--- src/rtl/lpt_pkg.sv ---
package lpt_pkg;
  typedef enum logic [1:0] {
    DIR_IDLE = 2'd0,
    DIR_TO_A = 2'd1,
    DIR_TO_B = 2'd2
  } dir_e;
endpackage

--- src/rtl/lpt_dir_ctrl.sv ---
module lpt_dir_ctrl (
  input  logic          en_a_n,
  input  logic          en_b_n,
  output lpt_pkg::dir_e dir
);
  // Both requests low is illegal: fall back to idle so the buses never fight.
  always_comb begin
    unique case ({en_a_n, en_b_n})
      2'b01:   dir = lpt_pkg::DIR_TO_A;
      2'b10:   dir = lpt_pkg::DIR_TO_B;
      default: dir = lpt_pkg::DIR_IDLE;
    endcase
  end
endmodule

--- src/rtl/lpt_xfer.sv ---
module lpt_xfer #(
  parameter int unsigned DW = 8
) (
  input  logic [DW-1:0] src_dat,
  input  logic          src_par,
  input  logic          feed,
  input  logic          odd,
  output logic [DW-1:0] dst_dat,
  output logic          dst_par
);
  logic gen_par;
  assign gen_par = odd ? ~(^src_dat) : (^src_dat);
  assign dst_dat = src_dat;
  assign dst_par = feed ? src_par : gen_par;
endmodule

--- src/rtl/lpt_latch.sv ---
module lpt_latch #(
  parameter int unsigned DW = 8
) (
  input  logic          clk,
  input  logic          rst,
  input  logic          le,
  input  logic          use_loop,
  input  logic [DW-1:0] bus_dat,
  input  logic          bus_par,
  input  logic [DW-1:0] loop_dat,
  input  logic          loop_par,
  output logic [DW-1:0] q_dat,
  output logic          q_par
);
  // Clock-enabled register standing in for a transparent latch.
  always_ff @(posedge clk) begin
    if (rst) begin
      q_dat <= '0;
      q_par <= 1'b0;
    end else if (le) begin
      q_dat <= use_loop ? loop_dat : bus_dat;
      q_par <= use_loop ? loop_par : bus_par;
    end
  end
endmodule

--- src/rtl/lpt_check.sv ---
module lpt_check #(
  parameter int unsigned DW = 8
) (
  input  logic          clk,
  input  logic          rst,
  input  logic [DW-1:0] dat,
  input  logic          par,
  input  logic          odd,
  output logic          err_n
);
  logic exp_par;
  assign exp_par = odd ? ~(^dat) : (^dat);

  always_ff @(posedge clk) begin
    if (rst) err_n <= 1'b1;
    else     err_n <= (exp_par == par);
  end
endmodule

--- src/rtl/lat_par_xcvr.sv ---
module lat_par_xcvr #(
  parameter int unsigned DW = 8
) (
  input  logic          clk,
  input  logic          rst,
  input  logic          en_a_n,
  input  logic          en_b_n,
  input  logic          feed_thru,
  input  logic          odd_sel,
  input  logic          le_a,
  input  logic          le_b,
  input  logic [DW-1:0] a_dat_i,
  input  logic          a_par_i,
  input  logic [DW-1:0] b_dat_i,
  input  logic          b_par_i,
  output logic [DW-1:0] a_dat_o,
  output logic          a_par_o,
  output logic          a_drv,
  output logic [DW-1:0] b_dat_o,
  output logic          b_par_o,
  output logic          b_drv,
  output logic          err_a_n,
  output logic          err_b_n
);
  localparam int unsigned NSIDE = 2;  // index 0 = side A, 1 = side B

  lpt_pkg::dir_e dir;

  logic [NSIDE-1:0][DW-1:0] in_dat, lat_dat, nxt_dat;
  logic [NSIDE-1:0]         in_par, lat_par, nxt_par;
  logic [NSIDE-1:0]         le_v, drv_v, err_v;

  assign in_dat = {b_dat_i, a_dat_i};
  assign in_par = {b_par_i, a_par_i};
  assign le_v   = {le_b, le_a};
  assign drv_v  = {(dir == lpt_pkg::DIR_TO_B), (dir == lpt_pkg::DIR_TO_A)};

  lpt_dir_ctrl u_dir (
    .en_a_n (en_a_n),
    .en_b_n (en_b_n),
    .dir    (dir)
  );

  for (genvar s = 0; s < NSIDE; s++) begin : g_side
    // Word headed for side s comes from the opposite latch.
    lpt_xfer #(.DW(DW)) u_xfer (
      .src_dat (lat_dat[NSIDE-1-s]),
      .src_par (lat_par[NSIDE-1-s]),
      .feed    (feed_thru),
      .odd     (odd_sel),
      .dst_dat (nxt_dat[s]),
      .dst_par (nxt_par[s])
    );

    lpt_latch #(.DW(DW)) u_latch (
      .clk      (clk),
      .rst      (rst),
      .le       (le_v[s]),
      .use_loop (drv_v[s]),
      .bus_dat  (in_dat[s]),
      .bus_par  (in_par[s]),
      .loop_dat (nxt_dat[s]),
      .loop_par (nxt_par[s]),
      .q_dat    (lat_dat[s]),
      .q_par    (lat_par[s])
    );

    lpt_check #(.DW(DW)) u_check (
      .clk   (clk),
      .rst   (rst),
      .dat   (lat_dat[s]),
      .par   (lat_par[s]),
      .odd   (odd_sel),
      .err_n (err_v[s])
    );
  end

  assign err_a_n = err_v[0];
  assign err_b_n = err_v[1];

  always_ff @(posedge clk) begin
    if (rst) begin
      a_dat_o <= '0;
      a_par_o <= 1'b0;
      a_drv   <= 1'b0;
      b_dat_o <= '0;
      b_par_o <= 1'b0;
      b_drv   <= 1'b0;
    end else begin
      a_dat_o <= nxt_dat[0];
      a_par_o <= nxt_par[0];
      a_drv   <= drv_v[0];
      b_dat_o <= nxt_dat[1];
      b_par_o <= nxt_par[1];
      b_drv   <= drv_v[1];
    end
  end

  AST_ONE_SIDE_B: assert property (@(posedge clk) disable iff (rst)
    (!$past(rst) && $past(!en_b_n && en_a_n)) |-> (b_drv && !a_drv));

  AST_NO_CONTENTION: assert property (@(posedge clk) disable iff (rst)
    (!$past(rst) && $past(!en_a_n && !en_b_n)) |-> (!a_drv && !b_drv));

  AST_GEN_PARITY_B: assert property (@(posedge clk) disable iff (rst)
    (!$past(rst) && $past(!feed_thru)) |->
      (b_par_o == ($past(odd_sel) ? ~(^b_dat_o) : (^b_dat_o))));

  AST_HOLD_ERR_A: assert property (@(posedge clk) disable iff (rst)
    (!$past(rst) && !$past(rst, 2) && $past(!le_a, 2) &&
     ($past(odd_sel) == $past(odd_sel, 2))) |-> $stable(err_a_n));

  AST_LOOP_CHECK_B: assert property (@(posedge clk) disable iff (rst)
    (!$past(rst) && !$past(rst, 2) &&
     $past(!en_b_n && en_a_n && le_b && !feed_thru, 2) &&
     ($past(odd_sel) == $past(odd_sel, 2))) |-> err_b_n);
endmodule

--- config.mk ---
export PLATFORM = sky130hd
export DESIGN_NAME = lat_par_xcvr
export DESIGN_NICKNAME = d
export VERILOG_FILES = /design/src/rtl/lpt_pkg.sv /design/src/rtl/lpt_dir_ctrl.sv /design/src/rtl/lpt_xfer.sv /design/src/rtl/lpt_latch.sv /design/src/rtl/lpt_check.sv /design/src/rtl/lat_par_xcvr.sv
export SDC_FILE = /design/constraint.sdc
export NUM_CORES = 1
export LEC_CHECK = 0
export BUFFER_PORTS_ARGS = -buffer_cell sky130_fd_sc_hd__buf_2
export CAP_MARGIN = 20
export CORE_ASPECT_RATIO = 2
export CORE_MARGIN = 2
export CORE_UTILIZATION = 50
export DETAILED_ROUTE_END_ITERATION = 10
export PLACE_DENSITY = 0.77
export SLEW_MARGIN = 10
export SYNTH_ARGS = -nofsm -noshare
export SYNTH_HDL_FRONTEND = slang
export SYNTH_SLANG_ARGS = --single-unit
export TNS_END_PERCENT = 10
--- constraint.sdc ---
create_clock -name clk -period 2 [get_ports clk]
set_input_delay 0.2 -clock clk [delete_from_list [all_inputs] [get_ports clk]]
set_output_delay 0.2 -clock clk [all_outputs]
set_load 0.05 [all_outputs]
==> metrics.yaml, run 1 <==
cts-root-buf: "clkbuf_8"
worst_setup_path_end_kind: "flip-flop"
post-route-util_pct: 63.5
num_antenna_cells: 0
initial_core_util_pct: 52.8
clk_transition_reported_paths_ps: 70
post_cts_resize_count: 0
internal-power_mw: 1.36
mappedNetlistArea_um2: 1690
swShare_pct: 30.5
finalWeightedCongestion: 0.733
via_count_of_the_first_global_routing_pass: 1266
unrepaired_setup_endpoints_after_global_routing: "false"
timing.critical_path.cells: "xor2_1, xnor3_2, xnor3_1, or2_1"
ioPinCount: 48
critPathMaxFanout: 4
placed_instances: 231
cts_inserted_buffers: 5
result_of_the_run: "completed"
worstPathArrival_ps: 1900
layout.cells.non_filler: 239
whs_ps: 257
placement_cell_area_um2: 1940
final_slew_viol_count: 0
die_w_um: 45.1
yosysSeqAreaShare_pct: 47.5
gr-total-overflow: 0
max_slew_margin_vs_limit_pct: 71.3
post-route-worst-setup-slack_ps: 277
chipHeight_um: 86.1
min_delay_path_depth: 3
timing_worst_setup_path_type: "reg -> reg"
syn-instance-count: 161
timing.clock.skew_ps: 3.55
yosys.area.top_type_share_pct: 47.5
clk_path_buf_depth: 2
grt_util_all_layers_pct: 20.2
pre_cts_slack_ps: 291
grt_first_pass_wirelength_um: 5640
initialDrtViolationCount: 14
via_count: 1311
worst_path_dominant_cell_family: "XOR/XNOR gates"
grt.busiest_layer: "met2"
cp.required_ps: 2180
worst-slew-pin-transition_ps: 431
distinct_cells_synth: 23
fin_nets: 233
setup_violations: 0
use_met3_pct: 5.05
power.combinational.fraction_pct: 25.7
worstPathBufferInverterCount: 0
grt_antenna_before_repair: 0
numClockSinks: 40
cts_post_setup_buffers_inserted: 0
area.growth.synth_to_final_pct: 20.3
clkPwrFrac_pct: 27.7
die_area_um2: 3880
post_drt_via_cell_ratio: 5.49
setup_total_negative_slack_ps: 0
timing.hold.worst.class: "in -> reg"
grt_use_met2_pct: 33.1
drt_pass1_iterations: 4
cp_max_stage_delay_ps: 490
hold_viol: 0
flop_and_latch_count_out_of_synthesis: 40
net_count_of_the_mapped_netlist: 187
num_rows: 29
core_area_um2: 3190
detail_route.drc_violations: 0
route.detailed.wl_per_inst_um: 14.6
power_density_nw_per_um2: 961
synth_area_leaders: "dfxtp_1, mux2i_1, a211oi_1, nor2b_1, xnor3_1"
switchingPower_mw: 0.594
syn-mean-instance-area_um2: 10.5
netlist.top_cell.by_area: "dfxtp_1"
design_area_um2: 2030
critPathLaunchType: "flip-flop"
io_buffers: 47
crit_path_top_delay_cell: "xnor3_2"
clk-insertion-delay-late_ps: 290
synth.yosys.warnings: 0
final.fill_count: 290
cts.hold.buffers_added: 0
max_capacitance_violation_total: 0
h_tree_lvls: 2
seq_power_share_pct: 46.6
tritoncts: "built"
total_power_mw: 1.95
maxClockFrequency_mhz: 581
post_route_cells_drive_above_1_share_pct: 27.9
vdd_drop_max_v: 0.000789
ant_nets: 0
grt_max_degree: 26
drt-total-wl_um: 3500
min_period_over_period_pct: 86.1
r2r_cells: 4
global_route.usage.met1_pct: 22.2
cp.depth: 4
dpl.hpwl_um: 2560
period_minus_slack_ps: 1720
static-leakage-power_nw: 0.994
==> registers in the layout (all words and copies together) (netlist names) <==
| signal | cells |
|---|---|
| a_dat_o | 8 |
| a_drv | 1 |
| a_par_o | 1 |
| b_dat_o | 8 |
| b_drv | 1 |
| b_par_o | 1 |
| g_side.u_check.err_n | 2 |
| g_side.u_latch.q_dat | 16 |
| g_side.u_latch.q_par | 2 |
==> power groups by stage <==
stage	registers (mW)	logic, mW	clock network [mW]
4_1_cts	0.908	0.504	0.553
3_3_place_gp	0.920	0.488	0
2_1_floorplan	1.06	0.251	0
5_1_grt	0.915	0.536	0.582
6_report	0.908	0.502	0.539
3_5_place_dp	0.924	0.503	0
==> kinds of logic after synthesis <==
kind of cell	Yosys count	share of synthesized area [%]
AND/OR/NAND/NOR	55	16.9
multiplexers	18	10.8
buffers and inverters	14	3.27
AO/OA/AOI/OAI	22	10.2
XOR/XNOR	12	11.3
flip-flops	40	47.5
==> final timing paths <==
check,startpoint,to,slack [ps]
max,g_side[0].u_latch.q_dat[6],g_side[0].u_check.err_n,280
min,a_dat_i[4],g_side[0].u_latch.q_dat[4],260
max reg2reg,g_side[0].u_latch.q_dat[6],g_side[0].u_check.err_n,280
min reg2reg,g_side[0].u_latch.q_dat[5],b_dat_o[5],500
==> synth_stat cells <==
cell,n
a211oi_1,16
a311oi_1,2
buf_1,1
buf_2,2
clkbuf_1,8
dfxtp_1,40
inv_1,3
mux2_1,2
mux2i_1,16
nand2_1,4
nand2b_1,2
nand3b_1,2
nor2_1,23
nor2b_1,18
nor4_1,2
nor4b_1,2
o221ai_1,2
o41ai_1,2
or2_1,2
xnor2_1,4
xnor3_1,4
xnor3_2,2
xor2_1,2
==> layer usage <==
metal,routed length [um],vias to the layer above
met5,0,-
met1,1340,615
met2,1870,39
li1,-,649
met3,192,8
met4,94,0
==> cell usage in the layout (no fill, tap or decap), drive strengths merged, types with 4 or more instances in the layout <==
cell type   n
nand2       4
dfxtp      40
nor2b      18
xnor2       4
nor2       23
clkbuf      8
buf        50
a211oi     16
xnor3       6
mux2i      16
==> area by class of cell <==
| cell class | count | area, um^2 | share of cell area, % |
|---|---|---|---|
| tap | 31 | 38.8 | 1.91 |
| timing repair buffer | 50 | 258 | 12.7 |
| clock buffer | 8 | 90.1 | 4.44 |
| multi-input combinational | 107 | 830 | 40.9 |
| sequential | 40 | 801 | 39.5 |
| inverter | 3 | 11.3 | 0.555 |
==> tightest hold or removal path: cells and delay by family <==
kind / cells / cell delay [ps]
AOI/OAI and AO/OA: 1 / 80
buffers and inverters: 1 / 100
muxes: 1 / 120
No activity file was read; power rests on OpenSTA's default activity.
==> run 2, diff against run 1 <==
--- a/config.mk
+++ b/config.mk
@@ -11,9 +11,10 @@
 export CORE_MARGIN = 2
 export CORE_UTILIZATION = 50
 export DETAILED_ROUTE_END_ITERATION = 10
-export PLACE_DENSITY = 0.77
+export PLACE_DENSITY = 0.76
 export SLEW_MARGIN = 10
 export SYNTH_ARGS = -nofsm -noshare
 export SYNTH_HDL_FRONTEND = slang
+export SYNTH_HIERARCHICAL = 1
 export SYNTH_SLANG_ARGS = --single-unit
 export TNS_END_PERCENT = 10
==> metrics.yaml, run 2 <==
layout.cells.non_filler: 259  # +8.4%
core_area_um2: 3650  # +14%
die_w_um: 47.6  # +5.6%
fin_nets: 236  # +1.3%
gr-total-overflow: 0  # unchanged
total_power_mw: 1.94  # -0.22%
unrepaired_setup_endpoints_after_global_routing: "false"
worstPathBufferInverterCount: 0  # unchanged
largest_register_ff_count: 16  # unchanged
cts.hold.buffers_added: 0  # unchanged
critPathLaunchType: "flip-flop"
worstPathArrival_ps: 1900  # about the same
maxClockFrequency_mhz: 591  # +1.7%
grt_util_all_layers_pct: 18.5  # -1.6 points
dpl.hpwl_um: 2520  # -1.4%
power_density_nw_per_um2: 932  # -3.0%
crit_path_top_delay_cell: "dfxtp_1"
num_antenna_cells: 0  # unchanged
synth_area_leaders: "dfxtp_1, mux2i_1, xnor2_1, a211oi_1, buf_4"
yosys_most_used_dff: "dfxtp_1"
net_count_of_the_mapped_netlist: 206  # +10%
chipHeight_um: 91.2  # +5.9%
reg2reg_setup_slack_ps: 310  # +30 ps
flop_and_latch_count_out_of_synthesis: 40  # unchanged
cts-root-buf: "clkbuf_8"
syn-instance-count: 180  # +12%
numClockSinks: 40  # unchanged
drt-total-wl_um: 3520  # +0.46%
netlist.top_cell.by_area: "dfxtp_1"
syn-mean-instance-area_um2: 10.6  # +0.87%
synthArstFlopShare_pct: 0  # unchanged
placed_instances: 252  # +9.1%
h_tree_lvls: 2  # unchanged
num_rows: 31  # +6.9%
grt_max_degree: 41  # +58%
via_count: 1244  # -5.1%
worst-slew-pin-transition_ps: 720  # +289 ps
yosys.cell_count.top_type: "dfxtp_1"
hold_viol: 0  # unchanged
ant_nets: 0  # unchanged
post_cts_resize_count: 0  # unchanged
route.detailed.wl_per_inst_um: 13.6  # -7.3%
initialDrtViolationCount: 29  # +15
post_route_cells_drive_above_1_share_pct: 27.6  # -0.27 points
max_capacitance_violation_total: 0  # unchanged
cp_max_stage_delay_ps: 430  # -60 ps
via_count_of_the_first_global_routing_pass: 1182  # -6.6%
clk-insertion-delay-late_ps: 290  # about the same
timing.critical_path.cells: "xor2_1, xnor3_1, xnor2_1, o21ai_1, mux2i_1, a211oi_1"
setup_violations: 0  # unchanged
die_area_um2: 4340  # +12%
max_slew_margin_vs_limit_pct: 52.0  # -19 points
largest-register: "g_side.u_latch/q_dat"
grt_first_pass_wirelength_um: 5620  # -0.37%
timing.clock.skew_ps: 5.96  # +2.41 ps
timing.hold.worst.class: "in -> reg"
initial_core_util_pct: 52.1  # -0.65 points
period_minus_slack_ps: 1690  # -29.4 ps
final.fill_count: 352  # +21%
min_period_over_period_pct: 84.7  # -1.5 points
yosys.area.top_type_share_pct: 42.1  # -5.4 points
drt_pass1_iterations: 4  # unchanged
worst_path_dominant_cell_family: "XOR/XNOR gates"
area.growth.synth_to_final_pct: 9.74
cts_post_setup_buffers_inserted: 0  # unchanged
detail_route.drc_violations: 0  # unchanged
cts_inserted_buffers: 5  # unchanged
critPathMaxFanout: 5  # +1
cp.required_ps: 2210  # +30 ps
synth.yosys.warnings: 6  # +6
synth.cells.most_frequent: "dfxtp_1, nor2b_1"
static-leakage-power_nw: 0.925  # -7.0%
timing_worst_setup_path_type: "reg -> reg"
ioPinCount: 48  # unchanged
clk_path_buf_depth: 2  # unchanged
tritoncts: "built"
result_of_the_run: "completed"
clk_transition_reported_paths_ps: 70  # about the same
distinct_cells_synth: 17  # -26%
setup_total_negative_slack_ps: 0  # unchanged
post_drt_via_cell_ratio: 4.80  # -12%
most_frequent_cells_in_the_layout: "buf_2, dfxtp_1, nor2b_1"
layout_commonest_cell: "buf_2"
top_regs: "g_side.u_latch/q_dat x16, a_dat_o x8, b_dat_o x8"
mappedNetlistArea_um2: 1900  # +13%
io_buffers: 47  # unchanged
grt_antenna_before_repair: 0  # unchanged
vdd_drop_max_v: 0.000501  # -37%
worst_setup_path_end_kind: "flip-flop"
number_of_enable_type_register_cells_in_the_synthesized_netlist: 0  # unchanged
finalWeightedCongestion: 0.791  # +7.9%
final_slew_viol_count: 0  # unchanged
yosysSeqAreaShare_pct: 42.1  # -5.4 points
run 2: cell count changes after synthesis, sizes merged, moves of 3 or more:
cell	delta
nor2b	+3
inv	-3
buf	+23
xnor2	+14
xor2	+6
clkbuf	-8
nor2	-5
run 2: final cells by class:
cell class              count  area (um^2)  area share [%]
repair buffers             49          250            12.0
well taps                  49         61.3            2.94
clock inverters             1         5.00           0.240
flip-flops and latches     40          801            38.4
clock buffers               6         72.6            3.48
multi-input cells         114          896            43.0
run 2: cell families after synthesis:
| logic type | share of synthesized area [%] |
|---|---|
| simple gates | 13.3 |
| compound gates | 7.64 |
| flops | 42.1 |
| xor+xnor | 16.7 |
| buf+inv | 10.7 |
| mux | 9.48 |
run 2: worst paths after layout:
path	to	startpoint	depth (start not counted)
worst min-delay path	g_side[1].u_latch/q_dat[1]	b_dat_i[1]	3
worst max-delay path	g_side[0].u_latch/q_par	g_side[1].u_latch/q_dat[7]	6
worst max register to register	g_side[0].u_latch/q_par	g_side[1].u_latch/q_dat[7]	6
worst min register to register	g_side[1].u_latch/q_par	g_side[1].u_latch/q_par	2
run 2: stage by stage:
step / area, um^2 / util [%] / hold WS (ps) / setup WS, ps
5_1_grt: 2090 / 57.2 / 256 / 146
3_3_place_gp: 2010 / 55.1 / 521 / 380
4_1_cts: 2090 / 57.2 / 239 / 300
2_1_floorplan: 1900 / - / 301 / 461
3_5_place_dp: 2010 / 55.1 / 528 / 306
6_report: 2090 / 57.2 / 241 / 307
run 2: metal layers:
layer  wire length [um]  GRT usage [%]  vias up
met5                  0              0        -
met4                110           10.6        0
met3                134           4.17        8
met2               1760           27.5       38
met1               1510           23.6      556
li1                   -              -      642
run 2: worst register-to-register path, delay by kind of cell (launching register included):
kind / cells / cell delay [ps]
compound gates: 2 / 360
xor+xnor: 3 / 710
flops: 1 / 430
mux: 1 / 100
run 2: where the power goes:
group	internal, mW	switching [mW]	leakage (nW)	total (mW)
combinational	0.227	0.304	0.553	0.532
clock	0.237	0.263	0.0410	0.500
sequential	0.864	0.0493	0.330	0.913
